### src/rtl/vtg_pkg.sv
package vtg_pkg;

    typedef enum logic [1:0] {
        REF_VSYNC     = 2'b00,
        REF_ODDEVEN   = 2'b01,
        REF_FSEQ      = 2'b10,
        REF_VSYNC_ALT = 2'b11
    } ref_sel_e;

    typedef enum logic {
        V_SYNC = 1'b0,
        V_BODY = 1'b1
    } vphase_e;

endpackage

### src/rtl/vtg_hcount.sv
module vtg_hcount #(
    parameter int LINE_50 = 1728,
    parameter int LINE_60 = 1716,
    parameter int HW      = 11
) (
    input  logic          clk,
    input  logic          rst,
    input  logic          std50,
    output logic [HW-1:0] h,
    output logic          half_tick
);

    logic [HW-1:0] line_m1;
    logic [HW-1:0] half_m1;
    logic          line_end;

    always_comb begin
        if (std50) begin
            line_m1 = HW'(LINE_50 - 1);
            half_m1 = HW'(LINE_50 / 2 - 1);
        end else begin
            line_m1 = HW'(LINE_60 - 1);
            half_m1 = HW'(LINE_60 / 2 - 1);
        end
    end

    assign line_end  = (h == line_m1);
    assign half_tick = line_end || (h == half_m1);

    always_ff @(posedge clk) begin
        if (rst || line_end) begin
            h <= '0;
        end else begin
            h <= h + 1'b1;
        end
    end

    // position never passes the selected line end
    p_h_bound_r1: assert property (@(posedge clk) disable iff (rst)
        h <= line_m1);

    // the last position of a line is followed by position 0
    p_line_wrap_r1: assert property (@(posedge clk) disable iff (rst)
        line_end |=> (h == '0));

endmodule

### src/rtl/vtg_field.sv
module vtg_field
    import vtg_pkg::*;
#(
    parameter int FIELD_HL_50 = 625,
    parameter int FIELD_HL_60 = 525,
    parameter int VS_HL_50    = 5,
    parameter int VS_HL_60    = 6,
    parameter int VW          = 10
) (
    input  logic          clk,
    input  logic          rst,
    input  logic          std50,
    input  logic          secam,
    input  logic          ilace,
    input  logic          half_tick,
    output logic [VW-1:0] hl,
    output logic          par,
    output logic          seq_first,
    output logic          vs
);

    logic [VW-1:0] fhl_m1;
    logic [VW-1:0] vs_m1;
    logic [3:0]    seq_m1;
    logic [3:0]    seq;
    logic          fend;
    vphase_e       vstate;
    vphase_e       vnext;

    always_comb begin
        if (std50) begin
            fhl_m1 = ilace ? VW'(FIELD_HL_50 - 1) : VW'(FIELD_HL_50 - 2);
            vs_m1  = VW'(VS_HL_50 - 1);
            seq_m1 = secam ? 4'd11 : 4'd7;
        end else begin
            fhl_m1 = ilace ? VW'(FIELD_HL_60 - 1) : VW'(FIELD_HL_60 - 2);
            vs_m1  = VW'(VS_HL_60 - 1);
            seq_m1 = 4'd3;
        end
    end

    assign fend = half_tick && (hl == fhl_m1);

    // half-line, parity and sequence counters
    always_ff @(posedge clk) begin
        if (rst) begin
            hl  <= '0;
            par <= 1'b0;
            seq <= '0;
        end else if (half_tick) begin
            if (fend) begin
                hl  <= '0;
                par <= ilace ? ~par : 1'b0;
                seq <= (seq == seq_m1) ? 4'd0 : seq + 4'd1;
            end else begin
                hl <= hl + 1'b1;
            end
        end
    end

    // vertical phase state register
    always_ff @(posedge clk) begin
        if (rst) begin
            vstate <= V_SYNC;
        end else begin
            vstate <= vnext;
        end
    end

    // vertical phase transitions
    always_comb begin
        vnext = vstate;
        unique case (vstate)
            V_SYNC: begin
                if (fend) begin
                    vnext = V_SYNC;
                end else if (half_tick && (hl == vs_m1)) begin
                    vnext = V_BODY;
                end
            end
            V_BODY: begin
                if (fend) begin
                    vnext = V_SYNC;
                end
            end
            default: vnext = V_SYNC;
        endcase
    end

    // outputs
    always_comb begin
        vs        = (vstate == V_SYNC);
        seq_first = (seq == 4'd0);
    end

    // half-line index stays inside the field
    p_hl_bound_r2: assert property (@(posedge clk) disable iff (rst)
        hl <= fhl_m1);

    // the sync phase covers exactly the leading half-lines
    p_vs_window_r3: assert property (@(posedge clk) disable iff (rst)
        (vstate == V_SYNC) == (hl <= vs_m1));

    // a progressive field boundary leaves odd parity
    p_ni_odd_r4: assert property (@(posedge clk) disable iff (rst)
        (fend && !ilace) |=> !par);

    // sequence index stays inside its cycle
    p_seq_bound_r5: assert property (@(posedge clk) disable iff (rst)
        seq <= seq_m1);

endmodule

### src/rtl/vtg_refout.sv
module vtg_refout
    import vtg_pkg::*;
#(
    parameter int HW = 11,
    parameter int VW = 10
) (
    input  logic          clk,
    input  logic          rst,
    input  logic [HW-1:0] h,
    input  logic [VW-1:0] hl,
    input  logic          par,
    input  logic          seq_first,
    input  logic          vs,
    input  logic          std50,
    input  logic          secam,
    input  logic          ilace,
    input  logic [1:0]    sel,
    input  logic [HW-1:0] hstart,
    input  logic [HW-1:0] hstop,
    input  logic          cb_en,
    input  logic [VW-1:0] cb_first,
    input  logic [VW-1:0] cb_last,
    output logic          r1_raw,
    output logic          r2_raw,
    output logic          burst_q
);

    logic          in_pulse;
    logic          blanked;
    logic [VW-1:0] line_idx;
    logic          r1_next;

    always_comb begin
        if (hstart < hstop) begin
            in_pulse = (h >= hstart) && (h < hstop);
        end else if (hstart > hstop) begin
            in_pulse = (h >= hstart) || (h < hstop);
        end else begin
            in_pulse = 1'b0;
        end
        line_idx = {1'b0, hl[VW-1:1]};
        blanked  = cb_en && (line_idx >= cb_first) && (line_idx <= cb_last);
    end

    always_comb begin
        unique case (ref_sel_e'(sel))
            REF_VSYNC, REF_VSYNC_ALT: r1_next = vs;
            REF_ODDEVEN:              r1_next = ilace && par;
            REF_FSEQ:                 r1_next = seq_first;
            default:                  r1_next = vs;
        endcase
    end

    always_ff @(posedge clk) begin
        if (rst) begin
            r1_raw  <= 1'b0;
            r2_raw  <= 1'b0;
            burst_q <= 1'b0;
        end else begin
            r1_raw  <= r1_next;
            r2_raw  <= in_pulse && !blanked;
            burst_q <= ilace && std50 && !secam;
        end
    end

    // a suppressed line yields an inactive pulse one cycle later
    p_cblank_r8: assert property (@(posedge clk) disable iff (rst)
        blanked |=> !r2_raw);

    // progressive operation never enables the burst sequence
    p_burst_ni_r9: assert property (@(posedge clk) disable iff (rst)
        !ilace |=> !burst_q);

    // equal start and stop produce no pulse
    p_empty_pulse_r6: assert property (@(posedge clk) disable iff (rst)
        (hstart == hstop) |=> !r2_raw);

endmodule

### src/rtl/vtg_master_timing.sv
module vtg_master_timing #(
    parameter int LINE_50     = 1728,
    parameter int LINE_60     = 1716,
    parameter int FIELD_HL_50 = 625,
    parameter int FIELD_HL_60 = 525,
    parameter int VS_HL_50    = 5,
    parameter int VS_HL_60    = 6,
    localparam int HW = $clog2((LINE_50 > LINE_60) ? LINE_50 : LINE_60),
    localparam int VW = $clog2((FIELD_HL_50 > FIELD_HL_60) ? FIELD_HL_50 : FIELD_HL_60)
) (
    input  logic          clk,
    input  logic          rst,
    input  logic          std_50hz,
    input  logic          secam_seq,
    input  logic          interlace,
    input  logic [1:0]    rcv1_sel,
    input  logic          rcv1_inv,
    input  logic          rcv2_inv,
    input  logic          rcv1_dir,
    input  logic          rcv2_dir,
    input  logic [HW-1:0] hpulse_start,
    input  logic [HW-1:0] hpulse_stop,
    input  logic          cblank_en,
    input  logic [VW-1:0] cblank_first,
    input  logic [VW-1:0] cblank_last,
    output logic          rcv1_o,
    output logic          rcv2_o,
    output logic          rcv1_oe,
    output logic          rcv2_oe,
    output logic          burst_seq_on
);

    logic [HW-1:0] h;
    logic          half_tick;
    logic [VW-1:0] hl;
    logic          par;
    logic          seq_first;
    logic          vs;
    logic          r1_raw;
    logic          r2_raw;

    vtg_hcount #(
        .LINE_50 (LINE_50),
        .LINE_60 (LINE_60),
        .HW      (HW)
    ) u_hcount (
        .clk       (clk),
        .rst       (rst),
        .std50     (std_50hz),
        .h         (h),
        .half_tick (half_tick)
    );

    vtg_field #(
        .FIELD_HL_50 (FIELD_HL_50),
        .FIELD_HL_60 (FIELD_HL_60),
        .VS_HL_50    (VS_HL_50),
        .VS_HL_60    (VS_HL_60),
        .VW          (VW)
    ) u_field (
        .clk       (clk),
        .rst       (rst),
        .std50     (std_50hz),
        .secam     (secam_seq),
        .ilace     (interlace),
        .half_tick (half_tick),
        .hl        (hl),
        .par       (par),
        .seq_first (seq_first),
        .vs        (vs)
    );

    vtg_refout #(
        .HW (HW),
        .VW (VW)
    ) u_refout (
        .clk       (clk),
        .rst       (rst),
        .h         (h),
        .hl        (hl),
        .par       (par),
        .seq_first (seq_first),
        .vs        (vs),
        .std50     (std_50hz),
        .secam     (secam_seq),
        .ilace     (interlace),
        .sel       (rcv1_sel),
        .hstart    (hpulse_start),
        .hstop     (hpulse_stop),
        .cb_en     (cblank_en),
        .cb_first  (cblank_first),
        .cb_last   (cblank_last),
        .r1_raw    (r1_raw),
        .r2_raw    (r2_raw),
        .burst_q   (burst_seq_on)
    );

    assign rcv1_o  = r1_raw ^ rcv1_inv;
    assign rcv2_o  = r2_raw ^ rcv2_inv;
    assign rcv1_oe = rcv1_dir;
    assign rcv2_oe = rcv2_dir;

    // the first cycle after reset release still shows inactive pins
    p_reset_idle_r11: assert property (@(posedge clk)
        $fell(rst) |-> (r1_raw == 1'b0) && (r2_raw == 1'b0) && !burst_seq_on);

endmodule

### config.mk
export PLATFORM = sky130hd
export DESIGN_NAME = vtg_master_timing
export DESIGN_NICKNAME = d
export VERILOG_FILES = /design/src/rtl/vtg_pkg.sv /design/src/rtl/vtg_hcount.sv /design/src/rtl/vtg_field.sv /design/src/rtl/vtg_refout.sv /design/src/rtl/vtg_master_timing.sv
export SDC_FILE = /design/constraint.sdc
export NUM_CORES = 1
export LEC_CHECK = 0
export ABC_AREA = 1
export CAP_MARGIN = 20
export CELL_PAD_IN_SITES_DETAIL_PLACEMENT = 0
export CELL_PAD_IN_SITES_GLOBAL_PLACEMENT = 1
export CORE_MARGIN = 10
export CORE_UTILIZATION = 37
export CTS_CLUSTER_DIAMETER = 200
export DETAILED_ROUTE_END_ITERATION = 12
export GPL_TIMING_DRIVEN = 0
export PLACE_DENSITY = 0.89
export SETUP_SLACK_MARGIN = 0.3
export SKIP_LAST_GASP = 1
export SLEW_MARGIN = 20
export SYNTH_ARGS = -nofsm -noshare
export SYNTH_HDL_FRONTEND = slang
export SYNTH_SLANG_ARGS = --single-unit
### constraint.sdc
create_clock -name clk -period 2.2 [get_ports clk]
set_clock_uncertainty 0.2 [all_clocks]
set_input_delay 0.22 -clock clk [delete_from_list [all_inputs] [get_ports clk]]
set_output_delay 0.22 -clock clk [all_outputs]
set_load 0.005 [all_outputs]
; After elaboration in Yosys (flattened, before gate mapping)
; Cells that the tools add are included.
[classes]
mux = 18
bitwise_logic = 4
magnitude_cmp = 6
addsub = 3
n_eq_ne = 8
n_reduce_logical = 18
[ops]
columns = op, n
row1 = 11-bit < comparator, 2
row2 = 10-bit 2-to-1 mux, 2
row3 = 4-bit 2-to-1 mux, 4
row4 = 11-bit by 1-bit adder with 11-bit output (second input constant), 1
row5 = 11-bit by 10-bit == test with 1-bit output, 1
row6 = 11-bit == test, 1
row7 = 11-bit >= comparator, 1
row8 = 11-bit > comparator, 1
row9 = 10-bit by 1-bit adder with 10-bit output (second input constant), 1
row10 = 10-bit == test, 1
row11 = 10-bit by 3-bit == test with 1-bit output, 1
row12 = 9-bit by 10-bit >= comparator with 1-bit output, 1
row13 = 9-bit by 10-bit less-or-equal comparator with 1-bit output, 1
row14 = 1-bit logical AND, 9
row15 = 1-bit 2-to-1 mux, 7
row16 = 3-bit 2-to-1 mux, 2
row17 = 5-bit 2-to-1 mux, 1
row18 = 4-bit by 1-bit adder with 4-bit output (second input constant), 1
row19 = 2-bit == test (second input constant), 2
row20 = 4-bit == test, 1
row21 = 4-bit logical NOT, 1
row22 = 1-bit logical OR, 3
row23 = 1-bit one-hot mux with 3 select lines, 1
row24 = 2-bit by 1-bit == test with 1-bit output (second input constant), 1
row25 = other kinds (7), 10
[word_totals]
wordCells = 65
reg_bits = 30
output_inout_bits = 5

; Longest topological paths before layout
; Gate-level depths: netlist of run 1.
[logic_depth]
ltp_word = 7
mapped_depth = 13
ltp_nobuf = 13

; Cells and area by module
; From an unflattened synthesis of run 1, not the netlist that was laid out.
[unflattened]
hier_cells = 525
hier_area_um2 = 3372.0
[by_module_without_submodules]
columns = mod, area_per_inst_um2, n_inst, seq_area_each_um2, cells_each
row1 = vtg_refout, 1564.0, 1, 60.1, 252
row2 = vtg_field, 1153.6, 1, 320.3, 169
row3 = vtg_hcount, 601.8, 1, 220.2, 92
row4 = vtg_master_timing, 52.6, 1, 0.0, 12

; Worst setup path before layout of run 1
; No wires, ideal clock.
[synth_timing]
path_type = register to register
startpoint = register u_hcount.h[0]
endpoint = register u_field.seq[0]
slack_ps = 545
n_path_buf = 0
synth_period_minus_slack_ps = 1655
stages_incl_launch_ff = 10
required_ps = 1891
setup_ps = 109
t_arrival_ps = 1346
cell_sequence = dfxtp_1 > ha_1 > and3_1 > nand3_2 > nand2_4 > nand2_2 > nand2_1 > nand2_1 > nand2_1 > inv_1
[synth_via]
elab_chain_cells = 4
[synth_lines]
columns = element, line
row1 = from (decl), vtg_hcount.sv:9  ; output logic [HW-1:0] h,
row2 = from (signal assigned), vtg_hcount.sv:34  ; h <= h + 1'b1;
row3 = 11-bit == test / 11-bit by 10-bit == test with 1-bit output (equally long branches), "vtg_hcount.sv:27, vtg_hcount.sv:28"
row4 = 1-bit logical OR *, vtg_hcount.sv:28  ; assign half_tick = line_end || (h == half_m1);
row5 = 1-bit logical AND, vtg_field.sv:42  ; assign fend = half_tick && (hl == fhl_m1);
row6 = 2-bit AND reduction (no line) *, n/a
row7 = to (signal assigned), vtg_field.sv:54  ; seq <= (seq == seq_m1) ? 4'd0 : seq + 4'd1;
row8 = to (decl), vtg_field.sv:25  ; logic [3:0] seq;
; Mark *: on every way between the ends. The rest lies on a longest branch, timed or not.
; A chain may end at the register's enable or synchronous reset.

; Final worst setup path of run 1
[layout_timing]
startpoint = register u_field.hl[2]
endpoint = register u_field.seq[0]
[layout_via]
elab_chain_cells = 3
[layout_lines]
columns = element, line
row1 = from (decl), vtg_field.sv:16  ; output logic [VW-1:0] hl,
row2 = from (signal assigned), vtg_field.sv:56  ; hl <= hl + 1'b1;
row3 = 10-bit == test, vtg_field.sv:42
row4 = 1-bit logical AND, vtg_field.sv:42
row5 = 2-bit AND reduction (no line), n/a
; No other way between the ends.

==> out/results.ini, run 1 <==
[run_status]
status = complete, no violations

[clock_tree]
clk_pin_slew_worst_paths_ns = 0.07
clock_path_buffers = 2
htreeDepth = 2
cts_tree = done
clkSinkCount = 30
root_buffer = clkbuf_8
hold_buffers = 0
cts_setup_buffers = 0
cts_made_buffers = 5
clk_latency_ns = 0.29

[drt]
drt_pass1_iterations = 4
drt-initial-drc-count = 147
wl_per_cell_um = 11.92
drt-total-wl_mm = 8.211
drtAntennaViolNets = 0
viasPerCell = 4.710
drc = 0
via_count = 3245

[sta]
tns_ns = 0
setup_viol = 0
worst_pin_slew_ns = 0.3574
max_freq_mhz = 550.2
rsz0062_at_grt = yes
fin_hold_ws_ns = 0.2917
maxSlewHeadroom_pct = 76.10
period_share_pct = 82.61
min_period_ns = 1.817
finalMaxSlewViolations = 0
hold_viol = 0

[power]
power_density_nw_per_um2 = 329.6
leakagePower_nw = 2.160
finalPower_mw = 1.377
ir_drop_mv = 0.1489

[setup_path]
crit_path_max_incr_delay_ns = 0.45
worstPathCellList = inv_1 > a21oi_1 > nand3_2 > nor2_8 > nand2_2 > nand2_2 > nand2_1 > nand2_1 > inv_1
crit_arrival_ns = 1.81
path_max_fanout = 7
cp-end-kind = register
start_kind = register
reg2reg_depth = 9
worst_path_max_delay_cell = dfxtp_1
required_ns = 2.19
critPathKind = reg -> reg

[finish]
syn_to_final_growth_pct = 28.52
finish.net_count = 691
fillCellCount = 901
antenna_cells = 0
drive_gt1_share_pct = 10.33
regArea_sq_um = 610.6
final_cell_area_sq_um = 4178
stdcell_count = 689
multi_input_area_sq_um = 2352

[global_route]
grt_overflow = 0
antenna_found_initial = 0
grt_max_degree = 11
grt_pass1_wl_mm = 13.87
grt_pass1_vias = 3052
grt_use_total_pct = 12.52

[yosys]
yosysTopAreaCellShare_pct = 21.94
yosys.area_share.xor_xnor_pct = 1.848
yosysWarnings = 0
synth_cells = 517
synth_fa_ha_area_share_pct = 21.94
synthTopCellsByArea = ha_1, dfxtp_1, nand2_1
ys_types = 32
syn_nets = 628
syn_area_sq_um = 3251
synth-compound-area-share_pct = 8.699
yosysSeqAreaShare_pct = 18.48
ys_seq_elements = 30
syn_area_per_cell_sq_um = 6.287
muxShareOfSynthArea_pct = 0
synth_top_family_by_area = simple AND/OR/NAND/NOR gates
synth_top_cell_by_area = ha_1
synthSimpleGateAreaFrac_pct = 36.22

[flow_run]
cap_violations = 0

[hold_path]
hold_path.class = reg -> reg
hold_depth = 2

[floorplanning]
die_h_um = 113.7
die_area_sq_um = 12930
start_util_pct = 37.64
rows = 34
io_pins = 59
die_w_um = 113.7
fp.coreArea_sq_um = 8636

[placed_design]
dp_hpwl_mm = 6.818
place_congestion = 0.8955
place_area_sq_um = 3946
io_buffers = 56
placed_cells = 681

-- final cells by class --
type,instances,share of cell area [%]
plain buffers,3,0.6289
clock buffers,6,1.977
clock inverters,2,0.2995
inverters,104,9.434
multi-input cells,380,56.30
flip-flops and latches,30,14.62
well taps,108,3.235
repair buffers,56,13.51
-- power breakdown --
group          switching (mW)  internal, mW
Combinational           0.161         0.178
Sequential             0.0107         0.552
Clock                   0.224         0.251
-- final timing paths --
path	from	endpoint	slack, ns
hold / removal	u_field.vstate$_SDFF_PP0_	u_field.vstate$_SDFF_PP0_	0.29
hold reg to reg	u_field.vstate$_SDFF_PP0_	u_field.vstate$_SDFF_PP0_	0.29
setup reg to reg	u_field.hl[2]$_SDFFE_PP0P_	u_field.seq[0]$_SDFFE_PP0P_	0.38
setup / recovery	u_field.hl[2]$_SDFFE_PP0P_	u_field.seq[0]$_SDFFE_PP0P_	0.38
-- cell usage after synthesis, drive strengths merged --
library cell and n:
nor3 12, o21bai 2, nand3 33, nor3b 4, nand4 11, ha 57, nor2 67, nand2 137
buf 3, a21oi 33, a31oi 1, o211ai 2, clkinv 1, xnor2 2, a21o 3, xor2 4
o21ai 8, and3 1, dfxtp 30, inv 103, nand3b 3
-- kinds of logic after synthesis --
group / count (synthesis)
XOR/XNOR: 6
buffers and inverters: 107
AND/OR/NAND/NOR: 268
flip-flops: 30
AO/OA/AOI/OAI: 49
adder cells (fa/ha/maj): 57
-- critical path: cells and delay by family, from the launching register on --
family | cells | cell delay, ns
flops | 1 | 0.45
buf+inv | 2 | 0.16
compound gates | 1 | 0.17
simple gates | 6 | 0.73
-- timing repair --
action / in CTS / in global routing
setup endpoints to repair: 18 / 19
resized for setup: 7 / 40
pin swaps: 1 / 7
-- routing by layer --
layer,routed length (um),GRT usage [%],vias to the layer above
li1,-,-,1769
met1,3873,16.27,1402
met2,3824,21.08,67
met3,448,2.467,7
met4,65,2.200,0
met5,0,0,-
-- through the flow --
step	util (%)	setup slack, ns
4_1_cts	46.94	0.2479
3_5_place_dp	45.70	-0.4190
3_3_place_gp	45.70	-0.4194
5_1_grt	48.38	0.2564
2_1_floorplan	-	0.5451
6_report	48.38	0.3825
-- flip-flops by register name, summed over array words and instances, names as in the netlist --
| signal | count |
|---|---|
| u_hcount.h | 11 |
| u_field.hl | 10 |
| u_field.seq | 4 |
| u_field.par | 1 |
| u_field.vstate | 1 |
| u_refout.burst_q | 1 |
| u_refout.r1_raw | 1 |
| u_refout.r2_raw | 1 |
-- placed cells by master, fill, tap and decap left out, types with 7 or more instances in the layout --
cell type | netlist | layout
a21oi_1 | 31 | 29
dfxtp_1 | 30 | 22
nand2_1 | 133 | 127
dfxtp_2 | 0 | 8
nand2_2 | 3 | 8
ha_1 | 57 | 52
o21ai_0 | 7 | 7
nor2_1 | 66 | 58
inv_1 | 102 | 99
nand3_1 | 30 | 30
nor3_1 | 12 | 11
nand4_1 | 11 | 11
clkdlybuf4s50_1 | 0 | 50
Power figures use the tool's default switching activity.
==> run 2, diff against run 1 <==
==> constraint.sdc (replaced) <==
create_clock -name clk -period 1.8 [get_ports clk]
set_clock_uncertainty 0.2 [all_clocks]
set_input_delay 0.18 -clock clk [delete_from_list [all_inputs] [get_ports clk]]
set_output_delay 0.18 -clock clk [all_outputs]
set_load 0.005 [all_outputs]
==> run 2 against run 1 <==
Against the previous run: clock power rose by 13%; global-route usage is 0.80 points higher; hold slack lost 0.078 ns; design area up 12%; sequential power up 19%; maximum frequency rose by 9.2%; wire length grew 9.1%; largest cell class unchanged; highest routed layer unchanged.
==> out/results.ini, run 2 (synthesis gave the netlist of run 1 again) <==
[sta]
maxSlewHeadroom_pct = 78.60  ; +2.5 points
finalMaxSlewViolations = 0  ; unchanged
period_share_pct = 92.46  ; +9.9 points
worst_pin_slew_ns = 0.3200  ; -0.03737 ns
rsz0062_at_grt = yes
setup_viol = 0  ; unchanged
min_period_ns = 1.664  ; -0.1531 ns
hold_viol = 0  ; unchanged
tns_ns = 0  ; unchanged
max_freq_mhz = 600.8  ; +9.2%
fin_ws_ns = 0.1356  ; -0.2469 ns

[finish]
layout_commonest_cell = nand2_1
mostFrequentLayoutCells = nand2_1, inv_1, nor2_1, ha_1, clkdlybuf4s50_1
regMostFlops = u_hcount.h
final_util_pct = 54.07  ; +5.7 points
largest_reg_flops = 11  ; unchanged
antenna_cells = 0  ; unchanged
drive_gt1_share_pct = 22.19  ; +12 points
finish.net_count = 714  ; +3.3%
reg_top3 = u_hcount.h x11, u_field.hl x10, u_field.seq x4
syn_to_final_growth_pct = 43.65

[setup_path]
crit_arrival_ns = 1.64  ; -0.17 ns
worst_path_max_delay_cell = dfxtp_4
critPathKind = reg -> reg
worst-path-buf-inv = 2  ; unchanged
cp-end-kind = register
timing.rr.end = u_hcount.h[10]$_SDFF_PP0_
reg2reg_depth = 8  ; -1
timing.rr.start = u_hcount.h[6]$_SDFF_PP0_
required_ns = 1.77  ; -0.42 ns
path_max_fanout = 10  ; +3
ff2ff_setup_slack_ns = 0.14  ; -0.25 ns
start_kind = register
cp_top_family = simple AND/OR/NAND/NOR gates
worstPathCellList = inv_4 > nand4_1 > nor2_2 > nand3_4 > buf_12 > nand2_4 > o21bai_1 > a21oi_1
crit_path_max_incr_delay_ns = 0.39  ; -0.06 ns

[global_route]
grt_use_total_pct = 13.32  ; +0.80 points
grt_overflow = 0  ; unchanged
antenna_found_initial = 0  ; unchanged
grt_pass1_wl_mm = 14.75  ; +6.4%
grt_pass1_vias = 3267  ; +7.0%
grt_max_degree = 11  ; unchanged

[power]
finalPower_mw = 1.659  ; +20%
leakagePower_nw = 2.351  ; +8.8%
ir_drop_mv = 0.2641  ; +77%
power_density_nw_per_um2 = 355.2  ; +7.8%

[clock_tree]
clk_latency_ns = 0.28  ; about the same
clock_path_buffers = 2  ; unchanged
cts_made_buffers = 5  ; unchanged
cts_tree = done
root_buffer = clkbuf_8
clkSinkCount = 30  ; unchanged
htreeDepth = 2  ; unchanged
clk_pin_slew_worst_paths_ns = 0.07  ; about the same

[drt]
via_count = 3388  ; +4.4%
viasPerCell = 4.758  ; +1.0%
drt-initial-drc-count = 121  ; -18%
drc = 0  ; unchanged
wl_per_cell_um = 12.59  ; +5.6%
drt-total-wl_mm = 8.962  ; +9.1%
drt_pass1_iterations = 4  ; unchanged
drtAntennaViolNets = 0  ; unchanged

[placed_design]
dp_hpwl_mm = 6.934  ; +1.7%
pre_cts_ws_ns = -0.6962  ; -0.2772 ns
io_buffers = 56  ; unchanged
place_congestion = 0.8518  ; -4.9%

[hold_path]
hold_path_end = u_field.par$_SDFFE_PP0P_
min_from = interlace
hold_depth = 5  ; +3
hold_path.class = in -> reg

[floorplanning]
start_util_pct = 37.64  ; unchanged
fp.coreArea_sq_um = 8636  ; unchanged
rows = 34  ; unchanged
die_w_um = 113.7  ; unchanged
die_h_um = 113.7  ; unchanged
die_area_sq_um = 12930  ; unchanged
io_pins = 59  ; unchanged

[flow_run]
cap_violations = 0  ; unchanged

[run_status]
status = complete, no violations

==> run 2: final cells by class <==
cell class | count | area, sq um
sequential | 30 | 665.6
tap | 108 | 135.1
clock buffer | 6 | 72.57
buffer | 3 | 30.03
fill | 851 | 3966
clock inverter | 2 | 10.01
inverter | 104 | 396.6
timing repair buffer | 79 | 765.7
multi-input combinational | 380 | 2594
==> run 2: per-layer routing <==
layer	vias up	global-route usage, %	routed length [um]
met2	63	22.41	4230
met3	8	2.205	398
met1	1504	17.31	4240
li1	1813	-	-
met4	0	3.046	93
met5	-	0	0
==> run 2: repair_timing <==
item                                   CTS  global route
pin swaps                               16            26
cloned                                   0             1
setup endpoints to repair               31            29
endpoints found under the hold margin    0             0
setup buffers                           14             8
resized for setup                       69            47
hold buffers                             0             0
==> run 2: power breakdown <==
group | switching, mW | internal, mW
combinational | 0.220 | 0.232
clock | 0.268 | 0.268
sequential | 0.0165 | 0.654
==> run 2: worst max-delay path by stage <==
stage                                from                     endpoint  slack, ns  cells after the start
2_1_floorplan  u_field.hl[6]$_SDFFE_PP0P_  u_field.seq[0]$_SDFFE_PP0P_       0.29                      9
3_3_place_gp                     std_50hz  u_field.seq[0]$_SDFFE_PP0P_      -0.64                     13
3_5_place_dp                     std_50hz  u_field.seq[0]$_SDFFE_PP0P_      -0.70                     13
4_1_cts          u_hcount.h[7]$_SDFF_PP0_  u_field.seq[2]$_SDFFE_PP0P_       0.10                      9
5_1_grt          u_hcount.h[4]$_SDFF_PP0_  u_field.seq[2]$_SDFFE_PP0P_       0.04                      9
6_report         u_hcount.h[6]$_SDFF_PP0_    u_hcount.h[10]$_SDFF_PP0_       0.14                      8
==> run 2: tightest hold or removal path: cells and delay by family <==
| kind | cells | cell delay [ns] |
|---|---|---|
| AND/OR/NAND/NOR | 4 | 0.24 |
| buffers and inverters | 1 | 0.24 |
==> run 2: stage by stage <==
step | cell area (sq um) | hold WS, ns | instances
2_1_floorplan | 3352 | 0.04907 | 517
3_3_place_gp | 4048 | 0.2821 | 681
3_5_place_dp | 4048 | 0.2849 | 681
4_1_cts | 4404 | 0.2099 | 703
5_1_grt | 4669 | 0.2560 | 712
6_report | 4669 | 0.2132 | 712
